===== config.mk =====
export PLATFORM = sky130hd
export DESIGN_NAME = pix_out_fifo
export DESIGN_NICKNAME = d
export VERILOG_FILES = /design/src/rtl/pofifo_pkg.sv /design/src/rtl/pofifo_store.sv /design/src/rtl/pofifo_gate.sv /design/src/rtl/pofifo_flags.sv /design/src/rtl/pix_out_fifo.sv
export SDC_FILE = /design/constraint.sdc
export NUM_CORES = 1
export LEC_CHECK = 0
export ABC_AREA = 1
export BUFFER_PORTS_ARGS = -buffer_cell sky130_fd_sc_hd__buf_2
export CORE_MARGIN = 8
export CORE_UTILIZATION = 63
export DETAILED_ROUTE_END_ITERATION = 12
export PLACE_DENSITY_LB_ADDON = 0.1
export SYNTH_ARGS = -nofsm -noshare
export SYNTH_HDL_FRONTEND = slang
export SYNTH_SLANG_ARGS = --single-unit

===== constraint.sdc =====
create_clock -name clk -period 3.65 [get_ports clk]
set_input_delay 1.095 -clock clk [delete_from_list [all_inputs] [get_ports clk]]
set_output_delay 1.095 -clock clk [all_outputs]
set_load 0.01 [all_outputs]

===== src/rtl/pofifo_pkg.sv =====
package pofifo_pkg;

  // Threshold in bytes at which the buffer reports full.
  // 0,1: 16-bit formats (2 bytes per in-flight pixel)
  // 2  : 18-bit format (fixed slack)
  // else: 24-bit formats and default (3 bytes per in-flight pixel)
  function automatic int unsigned full_threshold(input logic [2:0] fmt_sel,
                                                 input int unsigned depth,
                                                 input int unsigned lat_pix,
                                                 input int unsigned slack18);
    int unsigned thr;
    case (fmt_sel)
      3'd0, 3'd1: thr = depth - 2 * lat_pix;
      3'd2:       thr = depth - slack18;
      default:    thr = depth - 3 * lat_pix;
    endcase
    return thr;
  endfunction

endpackage


===== src/rtl/pofifo_store.sv =====
module pofifo_store #(
  parameter int unsigned DEPTH = 64,
  parameter int unsigned DW    = 8,
  localparam int unsigned AW   = $clog2(DEPTH),
  localparam int unsigned LW   = $clog2(DEPTH + 1)
) (
  input  logic          clk,
  input  logic          rst_n,
  input  logic          clear_evt,
  input  logic          push_evt,
  input  logic          pop_evt,
  input  logic [DW-1:0] wdata,
  output logic [DW-1:0] head,
  output logic [LW-1:0] occ
);
  logic [DW-1:0] mem [DEPTH];
  logic [AW-1:0] wr_ptr, rd_ptr;

  always_ff @(posedge clk) begin
    if (push_evt && !clear_evt) mem[wr_ptr] <= wdata;
  end

  always_ff @(posedge clk or negedge rst_n) begin
    if (!rst_n) begin
      wr_ptr <= '0;
      rd_ptr <= '0;
      occ    <= '0;
    end else if (clear_evt) begin
      wr_ptr <= '0;
      rd_ptr <= '0;
      occ    <= '0;
    end else begin
      if (push_evt) wr_ptr <= wr_ptr + 1'b1;
      if (pop_evt)  rd_ptr <= rd_ptr + 1'b1;
      case ({push_evt, pop_evt})
        2'b10:   occ <= occ + 1'b1;
        2'b01:   occ <= occ - 1'b1;
        default: occ <= occ;
      endcase
    end
  end

  assign head = mem[rd_ptr];

  // occupancy never passes capacity
  p_no_overflow_r1: assert property (@(posedge clk) disable iff (!rst_n)
    occ <= LW'(DEPTH));

  // a clear leaves the store empty
  p_clear_empties_r5: assert property (@(posedge clk) disable iff (!rst_n)
    clear_evt |=> occ == '0);

endmodule


===== src/rtl/pofifo_gate.sv =====
module pofifo_gate (
  input  logic clk,
  input  logic rst_n,
  input  logic en,
  input  logic wait_hstart,
  input  logic hstart,
  output logic gate_open
);
  logic released;

  always_ff @(posedge clk or negedge rst_n) begin
    if (!rst_n)        released <= 1'b0;
    else if (!en)      released <= 1'b0;
    else if (hstart)   released <= 1'b1;
  end

  assign gate_open = released || !wait_hstart || hstart;

  // with the hold requested, dropping enable closes the gate
  p_rearm_r7: assert property (@(posedge clk) disable iff (!rst_n)
    (!en && wait_hstart) |=> (!hstart && wait_hstart) |-> !gate_open);

endmodule


===== src/rtl/pofifo_flags.sv =====
module pofifo_flags (
  input  logic clk,
  input  logic rst_n,
  input  logic clr_cmd,
  input  logic uf_evt,
  output logic uf_flag
);
  always_ff @(posedge clk or negedge rst_n) begin
    if (!rst_n)       uf_flag <= 1'b0;
    else if (clr_cmd) uf_flag <= 1'b0;
    else if (uf_evt)  uf_flag <= 1'b1;
  end

  // flag is sticky until an explicit clear
  p_uf_sticky_r8: assert property (@(posedge clk) disable iff (!rst_n)
    (uf_flag && !clr_cmd) |=> uf_flag);

endmodule


===== src/rtl/pix_out_fifo.sv =====
module pix_out_fifo #(
  parameter int unsigned DEPTH   = 64,
  parameter int unsigned DW      = 8,
  parameter int unsigned LAT_PIX = 6,
  parameter int unsigned SLACK18 = 14,
  localparam int unsigned LW     = $clog2(DEPTH + 1)
) (
  input  logic          clk,
  input  logic          rst_n,
  input  logic          en,
  input  logic          fifo_clr,
  input  logic          clr_at_start,
  input  logic          frame_start,
  input  logic          wait_hstart,
  input  logic          hstart,
  input  logic          uf_trig,
  input  logic [2:0]    fmt,
  input  logic          in_valid,
  input  logic [DW-1:0] in_data,
  output logic          in_ready,
  input  logic          pop,
  output logic          out_valid,
  output logic [DW-1:0] out_data,
  output logic [LW-1:0] level,
  output logic          full,
  output logic          empty,
  output logic          underflow
);
  import pofifo_pkg::*;

  logic [LW-1:0] thr;
  logic          clear_evt, gate_open, pop_req, push_evt, pop_evt, uf_evt;
  logic [DW-1:0] head;

  assign thr       = LW'(full_threshold(fmt, DEPTH, LAT_PIX, SLACK18));
  assign clear_evt = fifo_clr || (clr_at_start && frame_start);
  assign pop_req   = pop && en && gate_open && !clear_evt;
  assign pop_evt   = pop_req && !empty;
  assign uf_evt    = pop_req && empty && uf_trig;
  assign full      = level >= thr;
  assign empty     = level == '0;
  assign in_ready  = en && !full;
  assign push_evt  = in_valid && in_ready && !clear_evt;
  assign out_valid = pop_evt;
  assign out_data  = pop_evt ? head : '0;

  pofifo_store #(.DEPTH(DEPTH), .DW(DW)) store_i (
    .clk(clk), .rst_n(rst_n), .clear_evt(clear_evt), .push_evt(push_evt),
    .pop_evt(pop_evt), .wdata(in_data), .head(head), .occ(level)
  );

  pofifo_gate gate_i (
    .clk(clk), .rst_n(rst_n), .en(en), .wait_hstart(wait_hstart),
    .hstart(hstart), .gate_open(gate_open)
  );

  pofifo_flags flags_i (
    .clk(clk), .rst_n(rst_n), .clr_cmd(fifo_clr), .uf_evt(uf_evt),
    .uf_flag(underflow)
  );

  // ready only below the format threshold
  p_ready_below_thr_r4: assert property (@(posedge clk) disable iff (!rst_n)
    in_ready |-> level < thr);

  // underflow cycle drives zero and no valid
  p_uf_zero_out_r9: assert property (@(posedge clk) disable iff (!rst_n)
    uf_evt |-> (out_data == '0 && !out_valid));

  // closed gate delivers nothing
  p_gate_blocks_r7: assert property (@(posedge clk) disable iff (!rst_n)
    !gate_open |-> !out_valid);

  // disabled block neither accepts nor delivers
  p_disabled_r10: assert property (@(posedge clk) disable iff (!rst_n)
    !en |-> (!in_ready && !out_valid));

endmodule


==> results.sh <==
export IMPL_top_usage_layer="met2"
export IMPL_drive_above_1_share_pct=18.7
export IMPL_drt_vias_per_instance=6.26
export IMPL_grt_max_degree=78
export IMPL_async_flop_share_pct=3.94
export IMPL_outcome="complete, but fails checks"
export IMPL_start_util_pct=63.4
export IMPL_synth_edf_count=512
export IMPL_ys_flop_type="edfxtp_1"
export IMPL_drc=0
export IMPL_drt_wl_total_um=62600
export IMPL_grt_use_met2_pct=47.3
export IMPL_arrival_ns=2.74
export IMPL_dieHeight_um=204
export IMPL_core_region_area_um2=35200
export IMPL_routabilityCongestion=0.860
export IMPL_hp_class="input port to asynchronous set/reset pin"
export IMPL_synth_most_common_cell="edfxtp_1"
export IMPL_synth_top_area_share_pct=68.9
export IMPL_max_freq_mhz=261
export IMPL_cp_required_ns=2.55
export IMPL_max_stage_delay_ns=0.48
export IMPL_io_buffer_count=41
export IMPL_clock_sinks=533
export IMPL_yosys_warnings=0
export IMPL_clockBufferDepth=3
export IMPL_tns_ns=-1.20
export IMPL_dr_pass1_iters=6
export IMPL_yosys_top_cells_area="edfxtp_1 69%, nor2_1 6.9%, nand2_1 5.0%, o21ai_0 3.8%, nand3_1 3.7%"
export IMPL_synthTopCellsByCount="512 x edfxtp_1, 413 x nor2_1, 296 x nand2_1"
export IMPL_skew_ns=0.0191
export IMPL_fillers=2136
export IMPL_synth_distinct_cells=36
export IMPL_peakVddDrop_mv=0.519
export IMPL_startpoint_type="flip-flop"
export IMPL_h_tree_depth=2
export IMPL_grt_first_pass_wirelength_um=92700
export IMPL_finalHoldViolations=0
export IMPL_endpoint_kind="output pin"
export IMPL_clock_latency_ns=0.60
export IMPL_path_cells="buf_12 > buf_12 > buf_16 > o21ai_0 > o211ai_1 > nand3_2 > nand2_1 > nand3_2 > a21oi_2 > buf_2"
export IMPL_antenna_cells=0
export IMPL_vias=16234
export IMPL_total_power_mw=13.0
export IMPL_dpl_hpwl_um=33700
export IMPL_place_area_um2=23800
export IMPL_dieArea_um2=41700
export IMPL_crit_fanout=11
export IMPL_die_w_um=204
export IMPL_violations="negative setup slack"
export IMPL_synth_cells=1921
export IMPL_synth_seq_cells=533
export IMPL_ys_seq_area_share_pct=71.2
export IMPL_fin_area_um2=26800
export IMPL_fin_ws_ns=-0.186
export IMPL_powerDensity_nw_per_um2=484
export IMPL_path_clk_slew_ns=0.06
export IMPL_syn_area_um2=22300
export IMPL_slew_viol_final=0
export IMPL_grt_use_total_pct=29.3
export IMPL_finalSetupViolCount=8
export IMPL_cts_buffers_inserted=52
export IMPL_worst_pin_slew_ns=1.02
export IMPL_detail_route_wl_per_cell_um=24.2
export IMPL_post_route_min_period_ns=3.84
export IMPL_io_pins=42
export IMPL_rsz0062_at_grt="true"
export IMPL_worstSetupPathType="flip-flop to output pin"
export IMPL_area_growth_pct=20.0
export IMPL_clock_root_buffer="clkbuf_16"
export IMPL_grt_use_met1_pct=38.8
export IMPL_row_count=69
export IMPL_cts_tree="done"
export IMPL_synth_avg_cell_area_um2=11.6
export IMPL_cap_violations=0
export IMPL_grt_overflow_total=0
export IMPL_grt_pass1_vias=15754
export IMPL_synth_fp_nets=1955
export IMPL_yosysTopAreaCell="edfxtp_1"
export IMPL_ant_nets=0
export IMPL_p_leak_nw=9.81
export IMPL_drtIter0Drc=2323
export IMPL_crit_buf_inv=4
export IMPL_crit_path_top_delay_cell="dfrtp_4"
export IMPL_crit_family="buffers and inverters"
export IMPL_relSlewSlack_pct=32.0
export IMPL_pre_cts_slack_ns=-0.168
export IMPL_antenna_found_initial=0
export IMPL_nNetsFinal=2123
export IMPL_met3_usage_pct=5.33
export IMPL_finalCritPeriodShare_pct=105
repair_timing:
| action | in CTS | in global routing |
|---|---|---|
| setup buffers | 15 | 4 |
| pin swaps | 43 | 46 |
| resized for setup | 92 | 66 |
| gates cloned | 16 | 9 |
| endpoints found under the setup margin | 10 | 10 |
| hold buffers | 0 | 0 |
state kept, by name, summed over array words and instances (netlist names):
register         count
gate_i.released      1
store_i.rd_ptr       6
flags_i.uf_flag      1
store_i.wr_ptr       6
store_i.occ          7
store_i.mem        512
per-layer routing:
layer | up-vias | share of wire, %
met1 | 7898 | 38
met3 | 170 | 10
met2 | 1032 | 48
met4 | 0 | 4.3
met5 | - | 0
li1 | 7134 | -
path summary, 6_finish.rpt:
kind	startpoint	endpoint	slack, ns	cells past startpoint
min in group clk	flags_i.uf_flag	flags_i.uf_flag	0.51	2
max	store_i.rd_ptr[0]	out_data[0]	-0.19	10
min	rst_n	gate_i.released	0.51	1
min reg2reg	flags_i.uf_flag	flags_i.uf_flag	0.51	2
max in group asynchronous	rst_n	store_i.rd_ptr[1]	2.69	1
max reg2reg	store_i.occ[6]	store_i.occ[5]	0.56	16
cells in the final DEF (no fill, tap or decap), types with 4 or more instances in the layout:
master	Yosys	routed
a21oi_1	50	30
a21oi_2	0	16
a21oi_4	1	5
a31oi_1	4	4
and3_1	7	7
buf_12	0	20
buf_16	0	21
buf_2	25	35
buf_4	7	121
buf_6	15	10
bufinv_16	0	5
clkbuf_1	51	19
clkbuf_16	0	61
clkinv_1	2	11
clkinv_2	0	9
dfrtp_1	21	18
edfxtp_1	512	512
ha_1	11	10
inv_1	37	35
inv_2	8	8
nand2_1	296	273
nand2_2	2	25
nand3_1	163	144
nand3_2	0	18
nand4_1	5	5
nand4_4	7	7
nor2_1	413	397
nor2_2	2	14
nor2_4	0	4
o211ai_1	32	32
o21ai_0	170	154
o21ai_1	54	67
logic make-up after synthesis:
family | Yosys count | synth area share [%]
AOI/OAI and AO/OA | 316 | 7.56
and+or+nand+nor | 903 | 17.0
buffers and inverters | 152 | 3.37
xor gates and xnor gates | 5 | 0.196
adders and majority gates | 12 | 0.706
DFF | 533 | 71.2
area by class of cell:
| type | count | area (um^2) | share of cell area [%] |
|---|---|---|---|
| Timing Repair inverter | 3 | 45.0 | 0.168 |
| Multi-Input combinational cell | 1236 | 6040 | 22.5 |
| Inverter | 47 | 204 | 0.761 |
| Clock buffer | 72 | 1400 | 5.21 |
| Clock inverter | 24 | 241 | 0.901 |
| Timing Repair Buffer | 216 | 2390 | 8.92 |
| Sequential cell | 533 | 15900 | 59.4 |
| Tap cell | 461 | 577 | 2.15 |
where the power goes:
part           switching (mW)  internal, mW
clock                    2.23          3.02
sequential             0.0231          6.71
combinational           0.623         0.364
total                    2.87          10.1
per-stage QoR:
step,cells,util (%),hold slack (ns)
2_1_floorplan,1921,-,0.492
3_3_place_gp,2454,67.6,0.495
3_5_place_dp,2454,67.6,0.499
4_1_cts,2581,74.9,0.492
5_1_grt,2592,76.1,0.515
6_report,2592,76.1,0.506
No activity file was read; power rests on OpenSTA's default activity.
